File: config.mk
export PLATFORM = sky130hd
export DESIGN_NAME = keyed_wdt
export DESIGN_NICKNAME = d
export VERILOG_FILES = /design/src/rtl/keyed_wdt_pkg.sv /design/src/rtl/kwdt_regs.sv /design/src/rtl/kwdt_prescale.sv /design/src/rtl/kwdt_counter.sv /design/src/rtl/kwdt_pulse.sv /design/src/rtl/keyed_wdt.sv
export SDC_FILE = /design/constraint.sdc
export NUM_CORES = 1
export LEC_CHECK = 0
export ABC_AREA = 1
export BUFFER_PORTS_ARGS = -buffer_cell sky130_fd_sc_hd__buf_2
export CAP_MARGIN = 25
export CORE_MARGIN = 10
export CORE_UTILIZATION = 35
export CTS_CLUSTER_DIAMETER = 60
export DETAILED_ROUTE_END_ITERATION = 10
export GPL_TIMING_DRIVEN = 0
export PLACE_DENSITY = 0.59
export SYNTH_ARGS = -nofsm -noshare
export SYNTH_HDL_FRONTEND = slang
export SYNTH_SLANG_ARGS = --single-unit
File: constraint.sdc
create_clock -name pclk -period 2.3 [get_ports pclk]
set_input_delay 0.345 -clock pclk [delete_from_list [all_inputs] [get_ports pclk]]
set_output_delay 0.345 -clock pclk [all_outputs]
set_load 0.05 [all_outputs]
File: src/rtl/keyed_wdt_pkg.sv
package keyed_wdt_pkg;

    localparam int RELOAD_W = 12;
    localparam int PRE_W    = 12;
    localparam int PLS_W    = 5;

    localparam logic [11:0] MODE_KEY  = 12'hABC;
    localparam logic [11:0] CTRL_KEY  = 12'h248;
    localparam logic [31:0] KICK_WORD = 32'h0000_1999;

    localparam logic [3:0] OFF_MODE = 4'h0;
    localparam logic [3:0] OFF_CTRL = 4'h4;
    localparam logic [3:0] OFF_KICK = 4'h8;
    localparam logic [3:0] OFF_STAT = 4'hC;

    typedef struct packed {
        logic [1:0] plen;
        logic       irq_en;
        logic       rst_en;
        logic       en;
    } mode_t;

    typedef struct packed {
        logic [RELOAD_W-1:0] reload;
        logic [1:0]          psel;
    } ctrl_t;

    localparam mode_t MODE_RST = '{plen: 2'd0, irq_en: 1'b0, rst_en: 1'b0, en: 1'b0};
    localparam ctrl_t CTRL_RST = '{reload: {RELOAD_W{1'b1}}, psel: 2'd3};

    function automatic logic [PRE_W-1:0] pre_term(input logic [1:0] sel);
        logic [PRE_W-1:0] t;
        case (sel)
            2'd0:    t = PRE_W'(7);
            2'd1:    t = PRE_W'(63);
            2'd2:    t = PRE_W'(511);
            default: t = PRE_W'(4095);
        endcase
        return t;
    endfunction

    function automatic logic [PLS_W-1:0] pulse_len(input logic [1:0] code);
        return PLS_W'(2) << code;
    endfunction

endpackage

File: src/rtl/kwdt_regs.sv
module kwdt_regs
    import keyed_wdt_pkg::*;
#(
    parameter int ADDR_W = 4
) (
    input  logic              clk,
    input  logic              rst,
    input  logic              wr,
    input  logic [ADDR_W-1:0] addr,
    input  logic [31:0]       wdata,
    input  logic              expired,
    output logic [31:0]       rdata,
    output mode_t             mode,
    output ctrl_t             ctrl,
    output logic              kick
);

    logic  hit_mode, hit_ctrl, hit_kick, hit_stat;
    logic  mode_ok, ctrl_ok;
    mode_t mode_q;
    ctrl_t ctrl_q;

    assign hit_mode = (addr == ADDR_W'(OFF_MODE));
    assign hit_ctrl = (addr == ADDR_W'(OFF_CTRL));
    assign hit_kick = (addr == ADDR_W'(OFF_KICK));
    assign hit_stat = (addr == ADDR_W'(OFF_STAT));

    assign mode_ok = wr && hit_mode && (wdata[23:12] == MODE_KEY);
    assign ctrl_ok = wr && hit_ctrl && (wdata[25:14] == CTRL_KEY);
    assign kick    = wr && hit_kick && (wdata == KICK_WORD);

    always_ff @(posedge clk) begin
        if (rst) begin
            mode_q <= MODE_RST;
            ctrl_q <= CTRL_RST;
        end else begin
            if (mode_ok) begin
                mode_q.plen   <= wdata[5:4];
                mode_q.irq_en <= wdata[2];
                mode_q.rst_en <= wdata[1];
                mode_q.en     <= wdata[0];
            end
            if (ctrl_ok) begin
                ctrl_q.reload <= wdata[2+RELOAD_W-1:2];
                ctrl_q.psel   <= wdata[1:0];
            end
        end
    end

    always_comb begin
        rdata = '0;
        if (hit_mode) begin
            rdata[5:4] = mode_q.plen;
            rdata[2]   = mode_q.irq_en;
            rdata[1]   = mode_q.rst_en;
            rdata[0]   = mode_q.en;
        end else if (hit_ctrl) begin
            rdata[2+RELOAD_W-1:2] = ctrl_q.reload;
            rdata[1:0]            = ctrl_q.psel;
        end else if (hit_stat) begin
            rdata[0] = expired;
        end
    end

    assign mode = mode_q;
    assign ctrl = ctrl_q;

endmodule

File: src/rtl/kwdt_prescale.sv
module kwdt_prescale
    import keyed_wdt_pkg::*;
(
    input  logic       clk,
    input  logic       rst,
    input  logic       clr,
    input  logic       en,
    input  logic [1:0] sel,
    output logic       tick
);

    logic [PRE_W-1:0] pre_q;
    logic [PRE_W-1:0] term;
    logic             at_end;

    assign term   = pre_term(sel);
    assign at_end = (pre_q >= term);
    assign tick   = en && at_end;

    always_ff @(posedge clk) begin
        if (rst || clr) begin
            pre_q <= '0;
        end else if (en) begin
            pre_q <= at_end ? '0 : pre_q + 1'b1;
        end
    end

endmodule

File: src/rtl/kwdt_counter.sv
module kwdt_counter
    import keyed_wdt_pkg::*;
#(
    parameter int LOW_W = 12
) (
    input  logic                clk,
    input  logic                rst,
    input  logic                en,
    input  logic                tick,
    input  logic                kick,
    input  logic [RELOAD_W-1:0] reload,
    output logic                expired,
    output logic                fire,
    output logic [RELOAD_W+LOW_W-1:0] count
);

    localparam int CNT_W = RELOAD_W + LOW_W;
    localparam logic [CNT_W-1:0] ONE = CNT_W'(1);

    logic [CNT_W-1:0] cnt_q;
    logic             exp_q;
    logic             step;

    assign step = en && tick && (cnt_q != '0);
    assign fire = step && (cnt_q == ONE) && !kick;

    always_ff @(posedge clk) begin
        if (rst) begin
            cnt_q <= {CTRL_RST.reload, {LOW_W{1'b1}}};
            exp_q <= 1'b0;
        end else if (kick) begin
            cnt_q <= {reload, {LOW_W{1'b1}}};
            exp_q <= 1'b0;
        end else if (step) begin
            cnt_q <= cnt_q - ONE;
            if (cnt_q == ONE) begin
                exp_q <= 1'b1;
            end
        end
    end

    assign expired = exp_q;
    assign count   = cnt_q;

endmodule

File: src/rtl/kwdt_pulse.sv
module kwdt_pulse
    import keyed_wdt_pkg::*;
(
    input  logic       clk,
    input  logic       rst,
    input  logic       fire,
    input  logic [1:0] code,
    output logic       pulse
);

    logic [PLS_W-1:0] left_q;

    always_ff @(posedge clk) begin
        if (rst) begin
            left_q <= '0;
        end else if (fire) begin
            left_q <= pulse_len(code);
        end else if (left_q != '0) begin
            left_q <= left_q - 1'b1;
        end
    end

    assign pulse = (left_q != '0);

endmodule

File: src/rtl/keyed_wdt.sv
module keyed_wdt
    import keyed_wdt_pkg::*;
#(
    parameter int ADDR_W = 4,
    parameter int LOW_W  = 12
) (
    input  logic              pclk,
    input  logic              rst,
    input  logic              bus_wr,
    input  logic [ADDR_W-1:0] bus_addr,
    input  logic [31:0]       bus_wdata,
    output logic [31:0]       bus_rdata,
    output logic              irq_o,
    output logic              wdt_rst_o
);

    localparam int CNT_W = RELOAD_W + LOW_W;

    mode_t            mode_q;
    ctrl_t            ctrl_q;
    logic             kick;
    logic             tick;
    logic             expired_q;
    logic             fire;
    logic [CNT_W-1:0] count_q;

    kwdt_regs #(.ADDR_W(ADDR_W)) u_regs (
        .clk     (pclk),
        .rst     (rst),
        .wr      (bus_wr),
        .addr    (bus_addr),
        .wdata   (bus_wdata),
        .expired (expired_q),
        .rdata   (bus_rdata),
        .mode    (mode_q),
        .ctrl    (ctrl_q),
        .kick    (kick)
    );

    kwdt_prescale u_pre (
        .clk  (pclk),
        .rst  (rst),
        .clr  (kick),
        .en   (mode_q.en),
        .sel  (ctrl_q.psel),
        .tick (tick)
    );

    kwdt_counter #(.LOW_W(LOW_W)) u_cnt (
        .clk     (pclk),
        .rst     (rst),
        .en      (mode_q.en),
        .tick    (tick),
        .kick    (kick),
        .reload  (ctrl_q.reload),
        .expired (expired_q),
        .fire    (fire),
        .count   (count_q)
    );

    kwdt_pulse u_pls (
        .clk   (pclk),
        .rst   (rst),
        .fire  (fire && mode_q.rst_en),
        .code  (mode_q.plen),
        .pulse (wdt_rst_o)
    );

    assign irq_o = expired_q && mode_q.irq_en;

endmodule

==> Implementation_results.wiki, run 1 <==
{| class="wikitable"
! Metric !! Value
|-
| Worst slew slack as a fraction of its limit || 62.70%
|-
| Critical Setup Path Class || reg2reg
|-
| Area of the die || 0.01530 mm^2
|-
| Synth area leaders || sky130_fd_sc_hd__dfxtp_1, sky130_fd_sc_hd__nor2_1, sky130_fd_sc_hd__nand2_1, sky130_fd_sc_hd__inv_1, sky130_fd_sc_hd__buf_4
|-
| Via count of the first global-routing pass || 3569
|-
| Largest area contributor in the netlist || sky130_fd_sc_hd__dfxtp_1
|-
| Pins over their slew limit || 0
|-
| CTS clk-pin slew, worst paths || 70 ps
|-
| Worst clock skew on the final layout || 8.266 ps
|-
| Worst-case register-to-register setup slack || 180 ps
|-
| Die extent in x || 123.7 um
|-
| Number of nets with antenna violations after detailed routing || 0
|-
| Part of the Yosys area used for sequential elements || 32.46%
|-
| Max FO, Critical Path || 7
|-
| Most frequent standard cell in the layout excluding fill and tap cells || sky130_fd_sc_hd__nor2_1
|-
| Number of maximum-capacitance constraint violations || 0
|-
| Antenna diode count || 0
|-
| Netlist area before placement || 0.003762 mm^2
|-
| Combined global-route utilization of all metal layers || 13.46%
|-
| Largest net degree at the start of global routing || 11
|-
| Worst setup slack after placement || 110.1 ps
|-
| Cell count after synthesis || 558
|-
| Commonest cells after routing, fill and taps aside || sky130_fd_sc_hd__nor2_1, sky130_fd_sc_hd__nand2_1, sky130_fd_sc_hd__inv_1
|-
| Master of the slowest instance on the critical path || sky130_fd_sc_hd__dfxtp_2
|-
| Worst Max-Slew Pin Slew || 555.3 ps
|-
| Worst hold start || bus_wdata[2]
|-
| Worst reg2reg path startpoint || u_regs.ctrl[1]$_SDFFE_PP1P_
|-
| Number of inserted filler cells in the final layout || 1104
|-
| Post-DP HPWL || 7978 um
|-
| Final hold viol count || 0
|-
| Most common cell on crit path || sky130_fd_sc_hd__nor2_1
|-
| Final setup viols || 0
|-
| Number of synthesis warnings || 0
|-
| Cell area power density || 628.7 mW/mm^2
|-
| Number of rows in the core area || 37
|-
| Count of unique library cells instantiated by Yosys || 43
|-
| Die span in y || 123.7 um
|-
| Maximum level of the CTS H-tree || 3
|-
| Number of buffers added on ports || 53
|-
| Period utilization || 92.27%
|-
| Type of the tightest min-delay check || in2reg
|-
| Multi-input gate area in the final layout || 0.002115 mm^2
|-
| Wire length of the first global-routing pass || 16630 um
|-
| WL final || 9913 um
|-
| Number of antenna violations at the first check in global routing || 0
|-
| Top-level I/O count || 73
|-
| First-pass iteration count of the detailed router || 4
|-
| Wire length per cell || 12.66 um
|-
| Remaining DRCs || 0
|-
| Post-Syn Area per Cell || 6.743 um^2
|-
| Weighted congestion reported at the end of routability-driven placement || 0.8435
|-
| Cts hold-fix bufs || 0
|-
| Total power || 2.860 mW
|-
| Number of flops mapped to enable cells by yosys || 0
|-
| CTS tree || built
|-
| Final worst-path setup slack || 177.8 ps
|-
| Post-Place Cell Area || 0.004262 mm^2
|-
| Number of sinks handled by clock tree synthesis || 61
|-
| TritonCTS Buffers || 9
|-
| Total gr overflow || 0
|-
| Number of placed instances, taps included || 764
|-
| Achievable frequency || 471.2 MHz
|-
| End point of the worst hold path || u_regs.mode[2]$_SDFFE_PP0P_
|-
| Ratio of routed vias to standard cells || 4.641
|-
| DR vias || 3634
|-
| Initial core utilization || 36.12%
|-
| Latest clock arrival within the worst-skew pair || 350 ps
|-
| Fraction of post-synthesis cell area in the top cell type by area || 32.46%
|-
| Register cell area after layout || 0.001222 mm^2
|-
| Maximum count of clock buffers along a single path || 2
|-
| Final non-filler cell area || 0.004549 mm^2
|-
| Result of the run || finished clean
|-
| Critical register-to-register path endpoint || u_pls.left_q[2]$_SDFFE_PP0P_
|-
| Worst ir drop on vdd || 332.1 uV
|-
| Cell-by-cell listing of the critical path || nand2_2, ha_1, nand2_1, nor2_1, nand2_1, nor2_1, nand3_1, nand2_2, nand4_4, nor2_4, o21ai_0, o21ai_0, nor2_1
|-
| Number of cells in the finished layout apart from fillers || 783
|-
| Async set-reset flop share out of synthesis || 0%
|-
| CTS Root Buffer Type || sky130_fd_sc_hd__clkbuf_8
|-
| Leakage Power || 2.258 nW
|-
| Count of routing violations after the opening detailed-route iteration || 151
|-
| Critical Path RT || 2550 ps
|-
| Delay of the slowest cell on the worst path || 380 ps
|-
| CP bufs+invs || 0
|-
| Setup TNS || 0 ps
|-
| Number of cells traversed by the worst hold path || 3
|-
| Layout net count || 689
|-
| Number of flip-flops and latches in the synthesized netlist || 61
|-
| Core outline area || 0.01042 mm^2
|-
| Reg2reg path depth || 13
|-
| Crit path max-delay family || simple AND/OR/NAND/NOR gates
|-
| CP endpoint kind || flip-flop
|-
| Share of layout cells above drive strength 1 || 18.86%
|-
| Main flop type after synthesis || sky130_fd_sc_hd__dfxtp_1
|-
| Tmin final || 2122 ps
|-
| Area growth from synthesis to layout || 20.92%
|-
| Startpoint Class || flip-flop
|-
| Critical path arrival || 2370 ps
|}
[sequential cells by signal (all words and copies together), names as in the netlist]
| signal | cells |
|---|---|
| u_cnt.count | 24 |
| u_cnt.expired | 1 |
| u_pls.left_q | 5 |
| u_pre.pre_q | 12 |
| u_regs.ctrl | 14 |
| u_regs.mode | 5 |
[synth_stat cells, types with 3 or more instances]
cell	count
sky130_fd_sc_hd__dfxtp_1	61
sky130_fd_sc_hd__ha_1	8
sky130_fd_sc_hd__o211ai_1	16
sky130_fd_sc_hd__and3_1	3
sky130_fd_sc_hd__nand2_1	99
sky130_fd_sc_hd__a21oi_1	20
sky130_fd_sc_hd__nand3_1	26
sky130_fd_sc_hd__nor2_2	8
sky130_fd_sc_hd__xor2_1	10
sky130_fd_sc_hd__nor3_1	14
sky130_fd_sc_hd__buf_4	20
sky130_fd_sc_hd__o2111ai_1	3
sky130_fd_sc_hd__nand2_2	3
sky130_fd_sc_hd__a211oi_1	6
sky130_fd_sc_hd__nor4_1	3
sky130_fd_sc_hd__nor2_1	100
sky130_fd_sc_hd__o21ai_0	22
sky130_fd_sc_hd__nor2_4	3
sky130_fd_sc_hd__clkbuf_1	6
sky130_fd_sc_hd__xnor2_1	4
sky130_fd_sc_hd__inv_1	76
sky130_fd_sc_hd__o21ai_1	6
sky130_fd_sc_hd__nand4_1	12
sky130_fd_sc_hd__nor3_2	3
[logic make-up (layout without fill, tap and decap cells)]
logic type      count (synthesis)  count (layout)  share of synthesized area (%)
compound gates                 81              81                          13.04
xor+xnor                       14              14                          3.259
fa+ha+maj                       8               8                          2.661
buf+inv                       108             180                          13.10
flops                          61              61                          32.46
other cells                     1              18                        0.09967
simple gates                  285             285                          35.38
[per-stage QoR]
stage / util [%] / hold WS (ps)
global placement: 40.91 / 461.2
floorplan: - / 442.8
CTS: 43.40 / 277.7
detailed placement: 40.91 / 467.8
finish: 43.68 / 291.8
global route: 43.68 / 289.9
[worst max-delay path by stage]
stage                                      from                            to  slack [ps]  cells after the start
global placement    u_regs.ctrl[1]$_SDFFE_PP1P_  u_pls.left_q[2]$_SDFFE_PP0P_         130                     13
finish              u_regs.ctrl[1]$_SDFFE_PP1P_  u_pls.left_q[2]$_SDFFE_PP0P_         180                     13
detailed placement  u_regs.ctrl[1]$_SDFFE_PP1P_  u_pls.left_q[4]$_SDFFE_PP0P_         110                     13
CTS                 u_regs.ctrl[1]$_SDFFE_PP1P_  u_pls.left_q[4]$_SDFFE_PP0P_          80                     13
floorplan                           bus_addr[1]                  bus_rdata[2]         110                      3
global route        u_regs.ctrl[1]$_SDFFE_PP1P_  u_pls.left_q[2]$_SDFFE_PP0P_          -7                     13
[area by class of cell]
| class | instances | area share, % |
|---|---|---|
| clock inverter | 3 | 1.980 |
| timing repair buffer | 56 | 6.326 |
| tap | 136 | 3.740 |
| sequential | 61 | 26.87 |
| clock buffer | 13 | 3.713 |
| multi-input combinational | 406 | 46.48 |
| inverter | 81 | 6.848 |
| buffer | 27 | 4.043 |
[power breakdown]
group,leakage (nW),internal [mW],switching (mW)
combinational,1.63,0.175,0.338
sequential,0.493,1.09,0.0191
clock,0.130,0.810,0.431
[worst reg2reg max path, stage by stage (launching register included)]
cell                      delay (ps)
sky130_fd_sc_hd__dfxtp_2         380
sky130_fd_sc_hd__nand2_2          90
sky130_fd_sc_hd__ha_1            300
sky130_fd_sc_hd__nand2_1          60
sky130_fd_sc_hd__nor2_1          100
sky130_fd_sc_hd__nand2_1          80
sky130_fd_sc_hd__nor2_1           90
sky130_fd_sc_hd__nand3_1         100
sky130_fd_sc_hd__nand2_2         150
sky130_fd_sc_hd__nand4_4         160
sky130_fd_sc_hd__nor2_4          210
sky130_fd_sc_hd__o21ai_0         150
sky130_fd_sc_hd__o21ai_0         100
sky130_fd_sc_hd__nor2_1           50
[what timing repair did]
item / CTS / global route
resized for setup: 0 / 4
buffers inserted: 0 / 3
endpoints found under the setup margin: 0 / 21
[metal layers]
layer  track usage, %  part of all wire, %
met1            16.58                   47
met2            21.49                   45
met3            4.118                  5.8
met4            5.313                  1.8
met5                0                    0
No activity file was read; power rests on OpenSTA's default activity.
==> run 2, diff against run 1 <==
PLACE_DENSITY = 0.58   (was 0.59)
RECOVER_POWER = 50   (was unset)
SYNTH_HIERARCHICAL = 1   (was unset)
==> Implementation_results.wiki, run 2 <==
{| class="wikitable"
! Metric !! Value
|-
| CP bufs+invs || 4 (+4)
|-
| TritonCTS Buffers || 9 (unchanged)
|-
| Ratio of routed vias to standard cells || 4.666 (+0.53%)
|-
| Result of the run || finished with violations
|-
| Cts hold-fix bufs || 0 (unchanged)
|-
| Number of buffers added on ports || 54 (+1.9%)
|-
| Critical Setup Path Class || reg2reg
|-
| Worst ir drop on vdd || 600.9 uV (+81%)
|-
| Critical path arrival || 2640 ps (+270 ps)
|-
| CTS Root Buffer Type || sky130_fd_sc_hd__clkbuf_16
|-
| Most frequent standard cell in the layout excluding fill and tap cells || sky130_fd_sc_hd__nand2_1
|-
| Largest register FFs || 24 (unchanged)
|-
| Largest net degree at the start of global routing || 19 (+8)
|-
| Number of cells traversed by the worst hold path || 3 (unchanged)
|-
| Latest clock arrival within the worst-skew pair || 330 ps (-20 ps)
|-
| Number of rows in the core area || 39 (+5.4%)
|-
| Area of the die || 0.01646 mm^2 (+7.6%)
|-
| Final hold viol count || 0 (unchanged)
|-
| Total power || 2.997 mW (+4.8%)
|-
| Critical register-to-register path endpoint || u_pls/left_q[1]$_SDFFE_PP0P_
|-
| Most common cell on crit path || sky130_fd_sc_hd__nand2_1
|-
| Number of synthesis warnings || 6 (+6)
|-
| Cell count after synthesis || 647 (+16%)
|-
| Remaining DRCs || 0 (unchanged)
|-
| Die span in y || 128.3 um (+3.7%)
|-
| WL final || 10880 um (+9.7%)
|-
| Async set-reset flop share out of synthesis || 0% (unchanged)
|-
| Largest area contributor in the netlist || sky130_fd_sc_hd__dfxtp_1
|-
| Part of the Yosys area used for sequential elements || 29.75% (-2.7 points)
|-
| Worst Max-Slew Pin Slew || 686.4 ps (+131.1 ps)
|-
| Master of the slowest instance on the critical path || sky130_fd_sc_hd__dfxtp_4
|-
| Most used standard cells in the synthesized netlist || sky130_fd_sc_hd__nand2_1, sky130_fd_sc_hd__nand3_1, sky130_fd_sc_hd__nor2_1, sky130_fd_sc_hd__inv_1, sky130_fd_sc_hd__dfxtp_1
|-
| Critical Path RT || 2530 ps (-20 ps)
|-
| Crit path max-delay family || simple AND/OR/NAND/NOR gates
|-
| Number of antenna violations at the first check in global routing || 0 (unchanged)
|-
| Leading cell type by number of instances after synthesis || sky130_fd_sc_hd__nand2_1
|-
| Cell-by-cell listing of the critical path || nand2_8, ha_4, nand2_2, nor2_2, nand2_1, nor2_1, nand3_1, nand2_1, nand2_2, inv_2, nand2_2, inv_2, nand2_4, buf_12, nor4_4, nand2_1, inv_2, nor2_1, a21oi_1, nand2_1, nand2_1, nor2_1
|-
| Number of flip-flops and latches in the synthesized netlist || 61 (unchanged)
|-
| Worst hold start || bus_wdata[10]
|-
| Number of cells in the finished layout apart from fillers || 883 (+13%)
|-
| Top-level I/O count || 73 (unchanged)
|-
| Startpoint Class || flip-flop
|-
| Netlist area before placement || 0.004105 mm^2 (+9.1%)
|-
| CTS tree || built
|-
| Number of nets with antenna violations after detailed routing || 0 (unchanged)
|-
| Maximum level of the CTS H-tree || 3 (unchanged)
|-
| Maximum count of clock buffers along a single path || 2 (unchanged)
|-
| Reg2reg path depth || 22 (+9)
|-
| CTS clk-pin slew, worst paths || 60 ps (about the same)
|-
| Post-Syn Area per Cell || 6.345 um^2 (-5.9%)
|-
| Synth area leaders || sky130_fd_sc_hd__dfxtp_1, sky130_fd_sc_hd__nand2_1, sky130_fd_sc_hd__nand3_1, sky130_fd_sc_hd__nor2_1, sky130_fd_sc_hd__inv_1
|-
| Final worst-path setup slack || -100.9 ps (-278.6 ps)
|-
| Main flop type after synthesis || sky130_fd_sc_hd__dfxtp_1
|-
| Number of placed instances, taps included || 861 (+13%)
|-
| Worst slew slack as a fraction of its limit || 54.07% (-8.6 points)
|-
| Share of layout cells above drive strength 1 || 21.08% (+2.2 points)
|-
| Via count of the first global-routing pass || 3937 (+10%)
|-
| Max FO, Critical Path || 6 (-1)
|-
| Combined global-route utilization of all metal layers || 13.48% (+0.025 points)
|-
| Worst clock skew on the final layout || 5.557 ps (-2.709 ps)
|-
| Commonest cells after routing, fill and taps aside || sky130_fd_sc_hd__nand2_1, sky130_fd_sc_hd__nand3_1, sky130_fd_sc_hd__nor2_1
|-
| Antenna diode count || 0 (unchanged)
|-
| Worst reg2reg path startpoint || u_regs/ctrl[1]$_SDFFE_PP1P_
|-
| End point of the worst hold path || u_regs/ctrl[10]$_SDFFE_PP1P_
|-
| Post-DP HPWL || 8719 um (+9.3%)
|-
| Die extent in x || 128.3 um (+3.7%)
|-
| Weighted congestion reported at the end of routability-driven placement || 0.8583 (+1.8%)
|-
| Leakage Power || 2.503 nW (+11%)
|-
| Wire length per cell || 12.32 um (-2.7%)
|-
| Type of the tightest min-delay check || in2reg
|-
| Wire length of the first global-routing pass || 18300 um (+10%)
|-
| First-pass iteration count of the detailed router || 4 (unchanged)
|-
| Total gr overflow || 0 (unchanged)
|-
| Violated checks || setup timing
|-
| Tmin final || 2401 ps (+278.6 ps)
|-
| Pins over their slew limit || 0 (unchanged)
|-
| Delay of the slowest cell on the worst path || 370 ps (about the same)
|-
| Fraction of post-synthesis cell area in the top cell type by area || 29.75% (-2.7 points)
|-
| Count of unique library cells instantiated by Yosys || 36 (-16%)
|-
| Number of sinks handled by clock tree synthesis || 61 (unchanged)
|-
| Period utilization || 104.4% (+12 points)
|-
| Number of flops mapped to enable cells by yosys || 0 (unchanged)
|-
| Cell area power density || 591.7 mW/mm^2 (-5.9%)
|-
| Number of maximum-capacitance constraint violations || 0 (unchanged)
|-
| Area growth from synthesis to layout || 23.38%
|-
| Achievable frequency || 416.5 MHz (-12%)
|-
| Layout net count || 782 (+13%)
|-
| RSZ-0062 raised after global routing || true
|-
| Final setup viols || 4 (+4)
|-
| DR vias || 4120 (+13%)
|-
| CP endpoint kind || flip-flop
|-
| Core outline area || 0.01147 mm^2 (+10%)
|-
| Worst-case register-to-register setup slack || -100 ps (-280 ps)
|-
| Count of routing violations after the opening detailed-route iteration || 206 (+36%)
|-
| Initial core utilization || 35.80% (-0.32 points)
|}
[run 2: cell count changes after synthesis, moves of 11 or more]
| cell | before | now |
|---|---|---|
| sky130_fd_sc_hd__nand3_1 | 26 | 105 |
| sky130_fd_sc_hd__nand2_1 | 99 | 151 |
| sky130_fd_sc_hd__o211ai_1 | 16 | 0 |
| sky130_fd_sc_hd__nor3_1 | 14 | 2 |
| sky130_fd_sc_hd__o21ai_0 | 22 | 10 |
| sky130_fd_sc_hd__nor2_2 | 8 | 19 |
[run 2: worst reg2reg max path, stage by stage (launching register included)]
cell and delay [ps]:
sky130_fd_sc_hd__dfxtp_4 370, sky130_fd_sc_hd__nand2_8 70, sky130_fd_sc_hd__ha_4 270, sky130_fd_sc_hd__nand2_2 50, sky130_fd_sc_hd__nor2_2 70, sky130_fd_sc_hd__nand2_1 60
sky130_fd_sc_hd__nor2_1 80, sky130_fd_sc_hd__nand3_1 80, sky130_fd_sc_hd__nand2_1 70, sky130_fd_sc_hd__nand2_2 60, sky130_fd_sc_hd__inv_2 50, sky130_fd_sc_hd__nand2_2 50
sky130_fd_sc_hd__inv_2 70, sky130_fd_sc_hd__nand2_4 50, sky130_fd_sc_hd__buf_12 120, sky130_fd_sc_hd__nor4_4 160, sky130_fd_sc_hd__nand2_1 130, sky130_fd_sc_hd__inv_2 150
sky130_fd_sc_hd__nor2_1 50, sky130_fd_sc_hd__a21oi_1 110, sky130_fd_sc_hd__nand2_1 60, sky130_fd_sc_hd__nand2_1 50, sky130_fd_sc_hd__nor2_1 40
[run 2: per-stage QoR]
step           hold slack [ps]  instance area [um^2]  setup TNS (ps)  worst slack [ps]  utilization, %
2_1_floorplan            416.5                  4225               0             1.130               -
3_3_place_gp             471.8                  4674           -2100            -484.6           40.76
3_5_place_dp             479.1                  4674           -2119            -485.3           40.76
4_1_cts                  266.9                  5041           -1002            -241.7           43.96
5_1_grt                  289.9                  5065           -1502            -309.3           44.17
6_report                 272.6                  5065          -218.0            -100.9           44.17
[run 2: repair_timing]
action                                  4_1_cts  5_1_grt
endpoints found under the setup margin        5       30
cloned                                        0        0
gates resized for setup                      10       14
buffers inserted                              6        1
pin swaps                                    12       16
[run 2: worst max path at each step]
stage | from | slack (ps) | end | depth (start not counted)
floorplan | u_regs/ctrl[1]$_SDFFE_PP1P_ | 1 | u_pls/left_q[1]$_SDFFE_PP0P_ | 23
global placement | u_regs/ctrl[1]$_SDFFE_PP1P_ | -480 | u_pls/left_q[1]$_SDFFE_PP0P_ | 23
detailed placement | u_regs/ctrl[0]$_SDFFE_PP1P_ | -490 | u_pls/left_q[1]$_SDFFE_PP0P_ | 23
CTS | u_regs/ctrl[0]$_SDFFE_PP1P_ | -240 | u_pls/left_q[1]$_SDFFE_PP0P_ | 22
global route | u_regs/ctrl[1]$_SDFFE_PP1P_ | -310 | u_pls/left_q[1]$_SDFFE_PP0P_ | 22
finish | u_regs/ctrl[1]$_SDFFE_PP1P_ | -100 | u_pls/left_q[1]$_SDFFE_PP0P_ | 22
[run 2: final cells by class]
type                       instances  area, um^2
tap                              143       178.9
timing repair buffer              61       314.1
buffer                            33       247.7
fill                            1191        6402
clock buffer                      11       264.0
multi-input combinational        488        2485
clock inverter                     5       32.53
inverter                          81       314.1
sequential                        61        1229
[run 2: per-layer routing]
layer	GRT usage, %	share of wire [%]
met1	15.82	45
met2	21.93	46
met5	0	0
met4	6.358	1.9
met3	4.177	6.6
[run 2: power by group]
group,switching [mW],internal [mW]
sequential,0.0230,1.09
combinational,0.373,0.190
clock,0.507,0.819
[run 2: logic make-up after synthesis]
family / count (synthesis) / share of synthesized area, %
adder cells (fa/ha/maj): 8 / 2.438
AO/OA/AOI/OAI: 42 / 5.364
other: 1 / 0.09135
XOR/XNOR: 13 / 2.774
multiplexers: 1 / 0.2438
buffers and inverters: 115 / 13.53
AND/OR/NAND/NOR: 406 / 45.81
flip-flops: 61 / 29.75
==> run 3, diff against run 2 <==
--- a/config.mk
+++ b/config.mk
@@ -16,3 +16,2 @@
 export PLACE_DENSITY = 0.58
-export RECOVER_POWER = 50
 export SYNTH_ARGS = -nofsm -noshare
--- a/constraint.sdc
+++ b/constraint.sdc
@@ -3,2 +3,2 @@
 set_output_delay 0.345 -clock pclk [all_outputs]
-set_load 0.05 [all_outputs]
+set_load 0.01 [all_outputs]
==> Implementation_results.wiki, run 3 (synthesized netlist as in run 2, its figures left out) <==
{| class="wikitable"
! Metric !! Value
|-
| Die span in y || 128.3 um (unchanged)
|-
| Critical register-to-register path endpoint || u_pls/left_q[1]$_SDFFE_PP0P_
|-
| Antenna diode count || 0 (unchanged)
|-
| Violated checks || setup timing
|-
| Switching power total || 0.7926 mW (-12%)
|-
| Worst hold start || bus_wdata[10]
|-
| Wire length of the first global-routing pass || 18300 um (unchanged)
|-
| Startpoint Class || flip-flop
|-
| Maximum count of clock buffers along a single path || 2 (unchanged)
|-
| First-pass iteration count of the detailed router || 4 (unchanged)
|-
| Layout net count || 782 (unchanged)
|-
| Initial core utilization || 35.80% (unchanged)
|-
| CTS Root Buffer Type || sky130_fd_sc_hd__clkbuf_16
|-
| Wire length on met2 || 5033 um (+0.42%)
|-
| Largest register FFs || 24 (unchanged)
|-
| Share of layout cells above drive strength 1 || 22.30% (+1.2 points)
|-
| Final worst-path setup slack || -101.1 ps (-0.2730 ps)
|-
| Core outline area || 0.01147 mm^2 (unchanged)
|-
| CTS clk-pin slew, worst paths || 60 ps (about the same)
|-
| Critical Setup Path Class || reg2reg
|-
| TritonCTS Buffers || 9 (unchanged)
|-
| WL final || 10890 um (about the same)
|-
| Number of cells in the finished layout apart from fillers || 883 (unchanged)
|-
| Number of inserted filler cells in the final layout || 1181 (-0.84%)
|-
| Pins over their slew limit || 0 (unchanged)
|-
| Worst slew slack as a fraction of its limit || 53.35% (-0.72 points)
|-
| Result of the run || finished with violations
|-
| Number of nets with antenna violations after detailed routing || 0 (unchanged)
|-
| Total power || 2.887 mW (-3.7%)
|-
| Multi-input gate area in the final layout || 0.002492 mm^2 (+0.30%)
|-
| Cell area power density || 567.2 mW/mm^2 (-4.1%)
|-
| Top-level I/O count || 73 (unchanged)
|-
| Commonest cells after routing, fill and taps aside || sky130_fd_sc_hd__nand2_1, sky130_fd_sc_hd__nand3_1, sky130_fd_sc_hd__nor2_1
|-
| Wire length on met1 || 4973 um (+0.75%)
|-
| Worst reg2reg path startpoint || u_regs/ctrl[1]$_SDFFE_PP1P_
|-
| CTS tree || built
|-
| Register cell area after layout || 0.001229 mm^2 (unchanged)
|-
| Worst-case register-to-register setup slack || -100 ps (about the same)
|-
| Delay of the slowest cell on the worst path || 380 ps (about the same)
|-
| Sequential group share of total power || 38.4% (+1.4 points)
|-
| End point of the worst hold path || u_regs/ctrl[10]$_SDFFE_PP1P_
|-
| Die extent in x || 128.3 um (unchanged)
|-
| Clk pwr share || 46.0% (+1.8 points)
|-
| Routed wl met3 || 669 um (-7.2%)
|-
| RSZ-0062 raised after global routing || true
|-
| Sw Ratio || 27.46% (-2.7 points)
|-
| Most common cell on crit path || sky130_fd_sc_hd__nand2_1
|-
| Number of maximum-capacitance constraint violations || 0 (unchanged)
|-
| Total gr overflow || 0 (unchanged)
|-
| Final non-filler cell area || 0.005089 mm^2 (+0.47%)
|-
| Combinational power share || 15.6% (-3.2 points)
|-
| Critical path arrival || 2640 ps (about the same)
|-
| DR vias || 4134 (+0.34%)
|-
| Maximum level of the CTS H-tree || 3 (unchanged)
|-
| Design internal power || 2.094 mW (about the same)
|-
| Largest net degree at the start of global routing || 19 (unchanged)
|-
| Period utilization || 104.4% (about the same)
|-
| Worst clock skew on the final layout || 5.909 ps (+0.3520 ps)
|-
| Master of the slowest instance on the critical path || sky130_fd_sc_hd__dfxtp_4
|-
| Weighted congestion reported at the end of routability-driven placement || 0.8583 (unchanged)
|-
| Worst ir drop on vdd || 590.4 uV (-1.8%)
|-
| Number of cells traversed by the worst hold path || 3 (unchanged)
|-
| Worst Max-Slew Pin Slew || 697.1 ps (+10.73 ps)
|-
| Ratio of routed vias to standard cells || 4.682 (+0.34%)
|-
| Leakage Power || 2.535 nW (+1.3%)
|-
| Number of antenna violations at the first check in global routing || 0 (unchanged)
|-
| Achievable frequency || 416.5 MHz (about the same)
|-
| Reg2reg path depth || 22 (unchanged)
|-
| Combined global-route utilization of all metal layers || 13.48% (unchanged)
|-
| Critical Path RT || 2530 ps (about the same)
|-
| Remaining DRCs || 0 (unchanged)
|-
| Number of sinks handled by clock tree synthesis || 61 (unchanged)
|-
| Final setup viols || 4 (unchanged)
|-
| Setup TNS || -219.0 ps (-1.043 ps)
|-
| Tmin final || 2401 ps (+0.2730 ps)
|-
| Cell-by-cell listing of the critical path || nand2_8, ha_4, nand2_2, nor2_2, nand2_1, nor2_1, nand3_1, nand2_1, nand2_2, inv_2, nand2_2, inv_2, nand2_4, buf_12, nor4_4, nand2_1, inv_2, nor2_1, a21oi_1, nand2_1, nand2_1, nor2_1
|-
| Worst setup slack after placement || -485.3 ps (unchanged)
|-
| Max FO, Critical Path || 6 (unchanged)
|-
| Via count of the first global-routing pass || 3937 (unchanged)
|-
| Area growth from synthesis to layout || 23.96%
|-
| Count of routing violations after the opening detailed-route iteration || 204 (-0.97%)
|-
| CP endpoint kind || flip-flop
|-
| Wire length per cell || 12.33 um (about the same)
|-
| Area of the die || 0.01646 mm^2 (unchanged)
|-
| Number of placed instances, taps included || 861 (unchanged)
|-
| Number of buffers added on ports || 54 (unchanged)
|-
| Latest clock arrival within the worst-skew pair || 330 ps (about the same)
|-
| Most frequent standard cell in the layout excluding fill and tap cells || sky130_fd_sc_hd__nand2_1
|-
| Final hold viol count || 0 (unchanged)
|-
| Post-Place Cell Area || 0.004674 mm^2 (unchanged)
|-
| Top Metal Used || met4
|-
| Number of rows in the core area || 39 (unchanged)
|-
| Post-DP HPWL || 8719 um (unchanged)
|-
| Type of the tightest min-delay check || in2reg
|}
run 3: area by class of cell:
type | count | share of cell area [%]
clock buffer | 11 | 5.188
sequential | 61 | 24.15
tap | 143 | 3.516
multi-input combinational | 488 | 48.98
buffer | 33 | 5.016
timing repair buffer | 61 | 6.344
clock inverter | 5 | 0.6393
inverter | 81 | 6.172
run 3: routing by layer:
metal	up-vias	track usage [%]
met5	-	0
met4	0	6.358
met3	16	4.177
met2	90	21.93
met1	1831	15.82
li1	2197	-
run 3: how the worst max path moves through the flow:
stage | start | cells after the start | endpoint | slack [ps]
2_1_floorplan | u_regs/ctrl[1]$_SDFFE_PP1P_ | 23 | u_pls/left_q[1]$_SDFFE_PP0P_ | 1
3_3_place_gp | u_regs/ctrl[1]$_SDFFE_PP1P_ | 23 | u_pls/left_q[1]$_SDFFE_PP0P_ | -480
3_5_place_dp | u_regs/ctrl[0]$_SDFFE_PP1P_ | 23 | u_pls/left_q[1]$_SDFFE_PP0P_ | -490
4_1_cts | u_regs/ctrl[0]$_SDFFE_PP1P_ | 22 | u_pls/left_q[1]$_SDFFE_PP0P_ | -240
5_1_grt | u_regs/ctrl[1]$_SDFFE_PP1P_ | 22 | u_pls/left_q[1]$_SDFFE_PP0P_ | -310
6_report | u_regs/ctrl[1]$_SDFFE_PP1P_ | 22 | u_pls/left_q[1]$_SDFFE_PP0P_ | -100
run 3: critical path: cells and delay by family, from the launching register on:
family                     cells  cell delay, ps
buffers and inverters          4             380
adders and majority gates      1             270
AOI/OAI and AO/OA              1             110
and+or+nand+nor               16            1130
DFF                            1             380
run 3: through the flow:
stage                     util (%)  hold WS (ps)
after floorplan                  -         416.5
after global placement       40.76         471.8
after detailed placement     40.76         479.1
after CTS                    43.96         266.9
after global routing         44.38         289.9
final                        44.38         272.6
run 3: power groups by stage:
| stage | Sequential, mW | Combinational (mW) | Clock, mW |
|---|---|---|---|
| floorplan | 1.13 | 0.304 | 0 |
| global placement | 1.13 | 0.413 | 0 |
| detailed placement | 1.13 | 0.417 | 0 |
| CTS | 1.11 | 0.439 | 1.36 |
| global route | 1.11 | 0.511 | 1.40 |
| finish | 1.11 | 0.450 | 1.33 |
run 3: timing repair:
item                       CTS  global route
setup endpoints to repair    5            30
resized for setup           10            14
pin swaps                   12            16
hold buffers                 0             0
buffers inserted             6             1
gates cloned                 0             0
